### src/rtl/drc_pkg.sv
package drc_pkg;
    // Register byte offsets
    localparam int unsigned OFS_BASE_LO = 32'h100;
    localparam int unsigned OFS_BASE_HI = 32'h104;
    localparam int unsigned OFS_CTRL    = 32'h108;
    localparam int unsigned OFS_STAT    = 32'h10C;
    localparam int unsigned OFS_SIZE    = 32'h110;

    // Field positions
    localparam int unsigned CTRL_RUN_BIT  = 0;
    localparam int unsigned CTRL_EIE_BIT  = 4;
    localparam int unsigned PTR_LSB       = 16;
    localparam int unsigned STAT_BUSY_BIT = 0;
    localparam int unsigned STAT_ERR_BIT  = 4;
    localparam int unsigned STAT_CMP_BIT  = 5;
    localparam int unsigned PTR_FIELD_W   = 8;
endpackage

### src/rtl/drc_cfg_regs.sv
module drc_cfg_regs #(
    parameter int BASE_W = 64,
    parameter int PTR_W  = 8
) (
    input  logic              clk,
    input  logic              rst_n,
    input  logic              wr_base_lo,
    input  logic              wr_base_hi,
    input  logic              wr_ctrl,
    input  logic              wr_size,
    input  logic [31:0]       wdata,
    input  logic              stop_run,
    output logic [BASE_W-1:0] base,
    output logic [PTR_W-1:0]  head,
    output logic [PTR_W-1:0]  size_m1,
    output logic              run,
    output logic              err_ie
);
    import drc_pkg::*;

    localparam int HI_W = BASE_W - 32;

    typedef struct packed {
        logic [BASE_W-1:0] base;
        logic [PTR_W-1:0]  head;
        logic [PTR_W-1:0]  size_m1;
        logic              run;
        logic              err_ie;
    } cfg_t;

    cfg_t st_d, st_q;

    always_comb begin
        st_d = st_q;
        if (wr_base_lo) begin
            st_d.base[31:0] = wdata;
        end
        if (wr_base_hi) begin
            st_d.base[BASE_W-1:32] = wdata[HI_W-1:0];
        end
        if (wr_size) begin
            st_d.size_m1 = wdata[PTR_W-1:0];
        end
        if (wr_ctrl) begin
            st_d.run    = wdata[CTRL_RUN_BIT];
            st_d.err_ie = wdata[CTRL_EIE_BIT];
            st_d.head   = wdata[PTR_LSB +: PTR_W];
        end else if (stop_run) begin
            st_d.run = 1'b0;
        end
    end

    always_ff @(posedge clk or negedge rst_n) begin
        if (!rst_n) begin
            st_q <= '0;
        end else begin
            st_q <= st_d;
        end
    end

    assign base    = st_q.base;
    assign head    = st_q.head;
    assign size_m1 = st_q.size_m1;
    assign run     = st_q.run;
    assign err_ie  = st_q.err_ie;
endmodule

### src/rtl/drc_ring_ptr.sv
module drc_ring_ptr #(
    parameter int PTR_W = 8
) (
    input  logic             clk,
    input  logic             rst_n,
    input  logic             run,
    input  logic [PTR_W-1:0] head,
    input  logic [PTR_W-1:0] size_m1,
    input  logic             done,
    output logic [PTR_W-1:0] tail,
    output logic             busy,
    output logic             accept,
    output logic             stop_run
);
    typedef struct packed {
        logic [PTR_W-1:0] tail;
    } ptr_t;

    ptr_t st_d, st_q;
    logic [PTR_W-1:0] tail_inc;

    always_comb begin
        st_d     = st_q;
        busy     = run && (st_q.tail != head);
        accept   = busy && done;
        tail_inc = (st_q.tail == size_m1) ? '0 : st_q.tail + 1'b1;
        if (accept) begin
            st_d.tail = tail_inc;
        end
        // Drain detection uses the tail that will be registered
        stop_run = run && (st_d.tail == head);
    end

    always_ff @(posedge clk or negedge rst_n) begin
        if (!rst_n) begin
            st_q <= '0;
        end else begin
            st_q <= st_d;
        end
    end

    assign tail = st_q.tail;
endmodule

### src/rtl/drc_irq_flags.sv
module drc_irq_flags (
    input  logic clk,
    input  logic rst_n,
    input  logic accept,
    input  logic want_irq,
    input  logic fail,
    input  logic clr_cmp,
    input  logic clr_err,
    input  logic err_ie,
    output logic cmp,
    output logic err,
    output logic irq
);
    typedef struct packed {
        logic cmp;
        logic err;
    } flag_t;

    flag_t st_d, st_q;

    always_comb begin
        st_d = st_q;
        // Clear first so that a new event on the same edge wins
        if (clr_cmp) st_d.cmp = 1'b0;
        if (clr_err) st_d.err = 1'b0;
        if (accept && want_irq) st_d.cmp = 1'b1;
        if (accept && fail)     st_d.err = 1'b1;
    end

    always_ff @(posedge clk or negedge rst_n) begin
        if (!rst_n) begin
            st_q <= '0;
        end else begin
            st_q <= st_d;
        end
    end

    assign cmp = st_q.cmp;
    assign err = st_q.err;
    assign irq = err_ie && (st_q.cmp || st_q.err);
endmodule

### src/rtl/desc_ring_ctrl.sv
module desc_ring_ctrl #(
    parameter int ADDR_W = 12,
    parameter int BASE_W = 64,
    parameter int PTR_W  = 8
) (
    input  logic              clk,
    input  logic              rst_n,
    input  logic              reg_wr,
    input  logic [ADDR_W-1:0] reg_addr,
    input  logic [31:0]       reg_wdata,
    output logic [31:0]       reg_rdata,
    output logic [BASE_W-1:0] eng_base,
    output logic              eng_req,
    output logic [PTR_W-1:0]  eng_idx,
    input  logic              eng_done,
    input  logic              eng_want_irq,
    input  logic              eng_fail,
    output logic              irq
);
    import drc_pkg::*;

    logic sel_lo, sel_hi, sel_ctrl, sel_stat, sel_size;
    logic wr_lo_w, wr_hi_w, wr_ctrl_w, wr_stat_w, wr_size_w;
    logic clr_cmp_w, clr_err_w;
    logic [BASE_W-1:0] base_w;
    logic [PTR_W-1:0]  head_w, size_w, tail_w;
    logic run_w, err_ie_w, busy_w, accept_w, stop_w, cmp_w, err_w;

    assign sel_lo   = (reg_addr == ADDR_W'(OFS_BASE_LO));
    assign sel_hi   = (reg_addr == ADDR_W'(OFS_BASE_HI));
    assign sel_ctrl = (reg_addr == ADDR_W'(OFS_CTRL));
    assign sel_stat = (reg_addr == ADDR_W'(OFS_STAT));
    assign sel_size = (reg_addr == ADDR_W'(OFS_SIZE));

    assign wr_lo_w   = reg_wr && sel_lo;
    assign wr_hi_w   = reg_wr && sel_hi;
    assign wr_ctrl_w = reg_wr && sel_ctrl;
    assign wr_stat_w = reg_wr && sel_stat;
    assign wr_size_w = reg_wr && sel_size;
    assign clr_cmp_w = wr_stat_w && reg_wdata[STAT_CMP_BIT];
    assign clr_err_w = wr_stat_w && reg_wdata[STAT_ERR_BIT];

    drc_cfg_regs #(.BASE_W(BASE_W), .PTR_W(PTR_W)) cfg_i (
        .clk        (clk),
        .rst_n      (rst_n),
        .wr_base_lo (wr_lo_w),
        .wr_base_hi (wr_hi_w),
        .wr_ctrl    (wr_ctrl_w),
        .wr_size    (wr_size_w),
        .wdata      (reg_wdata),
        .stop_run   (stop_w),
        .base       (base_w),
        .head       (head_w),
        .size_m1    (size_w),
        .run        (run_w),
        .err_ie     (err_ie_w)
    );

    drc_ring_ptr #(.PTR_W(PTR_W)) ptr_i (
        .clk      (clk),
        .rst_n    (rst_n),
        .run      (run_w),
        .head     (head_w),
        .size_m1  (size_w),
        .done     (eng_done),
        .tail     (tail_w),
        .busy     (busy_w),
        .accept   (accept_w),
        .stop_run (stop_w)
    );

    drc_irq_flags flags_i (
        .clk      (clk),
        .rst_n    (rst_n),
        .accept   (accept_w),
        .want_irq (eng_want_irq),
        .fail     (eng_fail),
        .clr_cmp  (clr_cmp_w),
        .clr_err  (clr_err_w),
        .err_ie   (err_ie_w),
        .cmp      (cmp_w),
        .err      (err_w),
        .irq      (irq)
    );

    always_comb begin
        reg_rdata = '0;
        if (sel_lo) begin
            reg_rdata = base_w[31:0];
        end else if (sel_hi) begin
            reg_rdata = 32'(base_w[BASE_W-1:32]);
        end else if (sel_ctrl) begin
            reg_rdata[CTRL_RUN_BIT] = run_w;
            reg_rdata[CTRL_EIE_BIT] = err_ie_w;
            reg_rdata[PTR_LSB +: PTR_FIELD_W] = PTR_FIELD_W'(head_w);
        end else if (sel_stat) begin
            reg_rdata[STAT_BUSY_BIT] = busy_w;
            reg_rdata[STAT_ERR_BIT]  = err_w;
            reg_rdata[STAT_CMP_BIT]  = cmp_w;
            reg_rdata[PTR_LSB +: PTR_FIELD_W] = PTR_FIELD_W'(tail_w);
        end else if (sel_size) begin
            reg_rdata[PTR_FIELD_W-1:0] = PTR_FIELD_W'(size_w);
        end
    end

    assign eng_base = base_w;
    assign eng_req  = busy_w;
    assign eng_idx  = tail_w;
endmodule

### config.mk
export PLATFORM = sky130hd
export DESIGN_NAME = desc_ring_ctrl
export DESIGN_NICKNAME = d
export VERILOG_FILES = /design/src/rtl/drc_pkg.sv /design/src/rtl/drc_cfg_regs.sv /design/src/rtl/drc_ring_ptr.sv /design/src/rtl/drc_irq_flags.sv /design/src/rtl/desc_ring_ctrl.sv
export SDC_FILE = /design/constraint.sdc
export NUM_CORES = 1
export LEC_CHECK = 0
export ABC_AREA = 1
export BUFFER_PORTS_ARGS = -buffer_cell sky130_fd_sc_hd__clkbuf_2
export CORE_UTILIZATION = 45
export DETAILED_ROUTE_END_ITERATION = 7
export GPL_TIMING_DRIVEN = 1
export PLACE_DENSITY_LB_ADDON = 0.1
export SLEW_MARGIN = 0
export SYNTH_ARGS = -nofsm -noshare
export SYNTH_HDL_FRONTEND = slang
export SYNTH_HIERARCHICAL = 1
export SYNTH_SLANG_ARGS = --single-unit
### constraint.sdc
create_clock -name clk -period 4.7 [get_ports clk]
set_clock_uncertainty 0.15 [all_clocks]
set_input_delay 0.235 -clock clk [delete_from_list [all_inputs] [get_ports clk]]
set_output_delay 0.235 -clock clk [all_outputs]
set_load 0.1 [all_outputs]
==> results.md <==
* Run status: finished clean
* Total area of sequential cells at 0.00230 sq mm
* Type of the worst min-delay path: primary input to flop
* Total global routing track utilization at 0.253
* Maximum clock rate at 341 MHz
* Fin. max-slew vios at 0
* Async set-reset flop share out of synthesis at 1.00
* Final sum of negative setup slack at 0 ns
* Clock share of power at 0.419
* Layout Nets at 1072
* Detail-routed net length per standard cell at 13.6 um
* Critical path arrival at 2.55 ns
* Root cell of the clock tree: sky130_fd_sc_hd__clkbuf_16
* Fraction of layout cells with a size suffix above 1 at 0.247
* Final period util at 0.625
* Endpoint class of the critical path: output port
* Most common cell type on the critical path: sky130_fd_sc_hd__nand2_1
* Effective utilization at floorplan at 0.465
* Detailed Route WL at 16300 um
* Net Switching at 0.432 mW
* Max clock buf depth at 2
* Placeable Area at 0.0127 sq mm
* Number of fill cells at 1304
* Post-synthesis instance area at 0.00592 sq mm
* Sequential element share of the synthesized area at 0.389
* Fraction of power consumed by combinational cells at 0.093
* Setup repair after global routing missed its margin: false
* Final setup violating endpoints at 0
* Number of distinct library cells after synthesis at 33
* Row count at 41
* Post-CTS Repair Setup Buffers at 0
* Post-detailed-placement half-perimeter wirelength at 11800 um
* WP data required at 4.32 ns
* Clock H-tree levels at 3
* Top Family by Delay on Critical Path: simple AND/OR/NAND/NOR gates
* Startpoint type of the worst setup path: flop
* Area of the multi-input gates at 0.00267 sq mm
* Die outline height at 117 um
* Top-area cell type share of the netlist area at 0.389
* Critical setup path kind: flop to output port
* Post-synth EDFFs at 0
* Cell Count, Final, Fillers Out at 1198
* Pre-Repair DR Iteration Count at 5
* Placed instance count at 1149
* First DRT Iteration DRCs at 382
* Switch share at 0.261
* Routability congestion estimate from global placement at 0.859
* Top flip-flop cell by instance count after synthesis: sky130_fd_sc_hd__dfrtp_1
* Global-route wire length before repair at 26200 um
* Leading post-synthesis cells by instance count: 261 x sky130_fd_sc_hd__nand2_1, 160 x sky130_fd_sc_hd__inv_1, 92 x sky130_fd_sc_hd__dfrtp_1
* Count of max-cap constraint violations at 0
* Clock transition at the registers of the reported paths at 0.07 ns
* Vias per inst at 4.66
* Largest cells by area after synthesis: sky130_fd_sc_hd__dfrtp_1 39%, sky130_fd_sc_hd__nand2_1 17%, sky130_fd_sc_hd__inv_1 10%
* Post-synthesis register bit count at 92
* CTS resizes at 0
* Minimum setup slack in the final design at 1.76 ns
* Yosys top cell by area: sky130_fd_sc_hd__dfrtp_1
* Die area at 0.0136 sq mm
* Worst Setup Slack post-DPL at 2.03 ns
* Highest fanout seen on the critical path at 9
* Overflow left after global routing at 0
* CP max stage cell: sky130_fd_sc_hd__dfrtp_1
* Hold violation total from the final report at 0
* Post-synthesis instance total at 852
* Critical path's largest stage delay at 0.51 ns
* Number of buffers created by CTS at 9
* Sequence of cells on the critical path: inv_2 > nand2_1 > nand2_1 > nor2_1 > nand2_1 > nor2_1 > nor2_2 > inv_1 > nor2_1 > nand3_1 > nand2_1 > o21bai_1 > nand2_1 > clkbuf_2
* Clock tree from TritonCTS: built
* Port Buf Inserts at 155
* Residual DRC at 0
* Routed vias at 5586
* Number of top-level pins at 156
* Count of synthesis-stage warnings from yosys at 6
* Seq pwr share at 0.488
* Buffers plus inverters on the worst setup path at 3
* Number of inserted diodes at 0
* Post-Syn Nets at 903
* Tmin final at 2.94 ns
* Number of clock sinks seen by CTS at 92
* Static leakage at 4.31 nW
* Normalized max-slew margin at 0.398
* Power Internal at 1.22 mW
* Vias in the first global route at 5220
* Post-Syn Area per Cell at 6.95 sq um
* Synthesis-to-layout area growth at 22.5%
* Number of antenna violations at the first check in global routing at 0
* Worst-Skew Late Latency at 0.35 ns
* Maximum number of pins on one net before global-route repair at 50
* Worst voltage drop across the vdd grid at 175 uV
* Overall power after layout at 1.65 mW
* Number of nets with antenna violations after routing at 0
* Chip Width at 117 um
* Library cell with the highest instance count after synthesis: sky130_fd_sc_hd__nand2_1
* Worst Max-Slew Pin Slew at 0.900 ns
* Pwr per Cell Area at 228 mW/mm^2
-- power by group through the flow --
stage / clock network (mW) / registers, mW / logic [mW]
finish: 0.693 / 0.807 / 0.153
global route: 0.741 / 0.807 / 0.166
CTS: 0.710 / 0.807 / 0.155
detailed placement: 0 / 0.821 / 0.133
global placement: 0 / 0.822 / 0.133
floorplan: 0 / 0.855 / 0.0380
-- through the flow --
step | hold WS (ns) | util | area [sq um]
finish | 0.0232 | 0.570 | 7250
global route | 0.0441 | 0.570 | 7250
CTS | 0.0236 | 0.570 | 7250
detailed placement | 0.131 | 0.523 | 6650
global placement | 0.135 | 0.523 | 6650
floorplan | -0.211 | - | 5920
-- worst paths after layout --
check,from,endpoint,slack (ns),cells after the start
hold reg to reg,flags_i/err,flags_i/err,0.37,2
setup / recovery,ptr_i/tail[1],reg_rdata[0],1.76,14
setup reg to reg,ptr_i/tail[0],cfg_i/run,2.05,18
hold / removal,reg_wdata[0],cfg_i/base[32],0.02,3
max in group asynchronous,rst_n,cfg_i/base[59],3.07,3
min in group asynchronous,rst_n,ptr_i/tail[3],0.28,2
-- registers in the layout, indices dropped and copies added, names as in the netlist --
name           flops
ptr_i/tail         8
flags_i/cmp        1
cfg_i/head         8
cfg_i/run          1
cfg_i/size_m1      8
cfg_i/base        64
cfg_i/err_ie       1
flags_i/err        1
-- cell type report --
class | instances | share of cell area
multi-input cells | 551 | 0.368
flip-flops and latches | 92 | 0.317
repair buffers | 192 | 0.157
inverters | 175 | 0.0906
clock buffers | 13 | 0.0345
well taps | 172 | 0.0297
clock inverters | 3 | 0.00293
-- cell families (layout without fill, tap and decap cells) --
group / count (synthesis) / count (layout) / share of synthesized area
and+or+nand+nor: 454 / 454 / 0.349
adders and majority gates: 1 / 1 / 0.00211
AOI/OAI and AO/OA: 96 / 96 / 0.0959
DFF: 92 / 92 / 0.389
buffers and inverters: 209 / 383 / 0.164
-- tightest hold or removal path, stage by stage --
cell and delay, ns:
sky130_fd_sc_hd__clkbuf_2 0.13, sky130_fd_sc_hd__nand2_1 0.06, sky130_fd_sc_hd__o21ai_0 0.06
-- layer usage --
layer | track usage | share of wire
met4 | 0.0692 | 0.014
met3 | 0.0680 | 0.063
met5 | 0 | 0
met1 | 0.330 | 0.46
met2 | 0.414 | 0.47
-- placed cells by master (no fill, tap or decap), drive strengths merged, types with 2 or more instances in the layout --
| cell | n |
|---|---|
| nand3 | 63 |
| o21bai | 2 |
| clkbuf | 167 |
| nor2 | 90 |
| nor3b | 2 |
| dlygate4sd3 | 33 |
| dfrtp | 92 |
| a22o | 2 |
| or2 | 6 |
| inv | 176 |
| buf | 5 |
| nand2 | 274 |
| o21ai | 92 |
| nand4 | 15 |
| nand3b | 2 |
-- what timing repair did --
item                                    4_1_cts  5_1_grt
endpoints found under the setup margin        0        0
hold buffers                                 33        0
endpoints found under the hold margin       114        0
(Power assumes the default switching activity.)
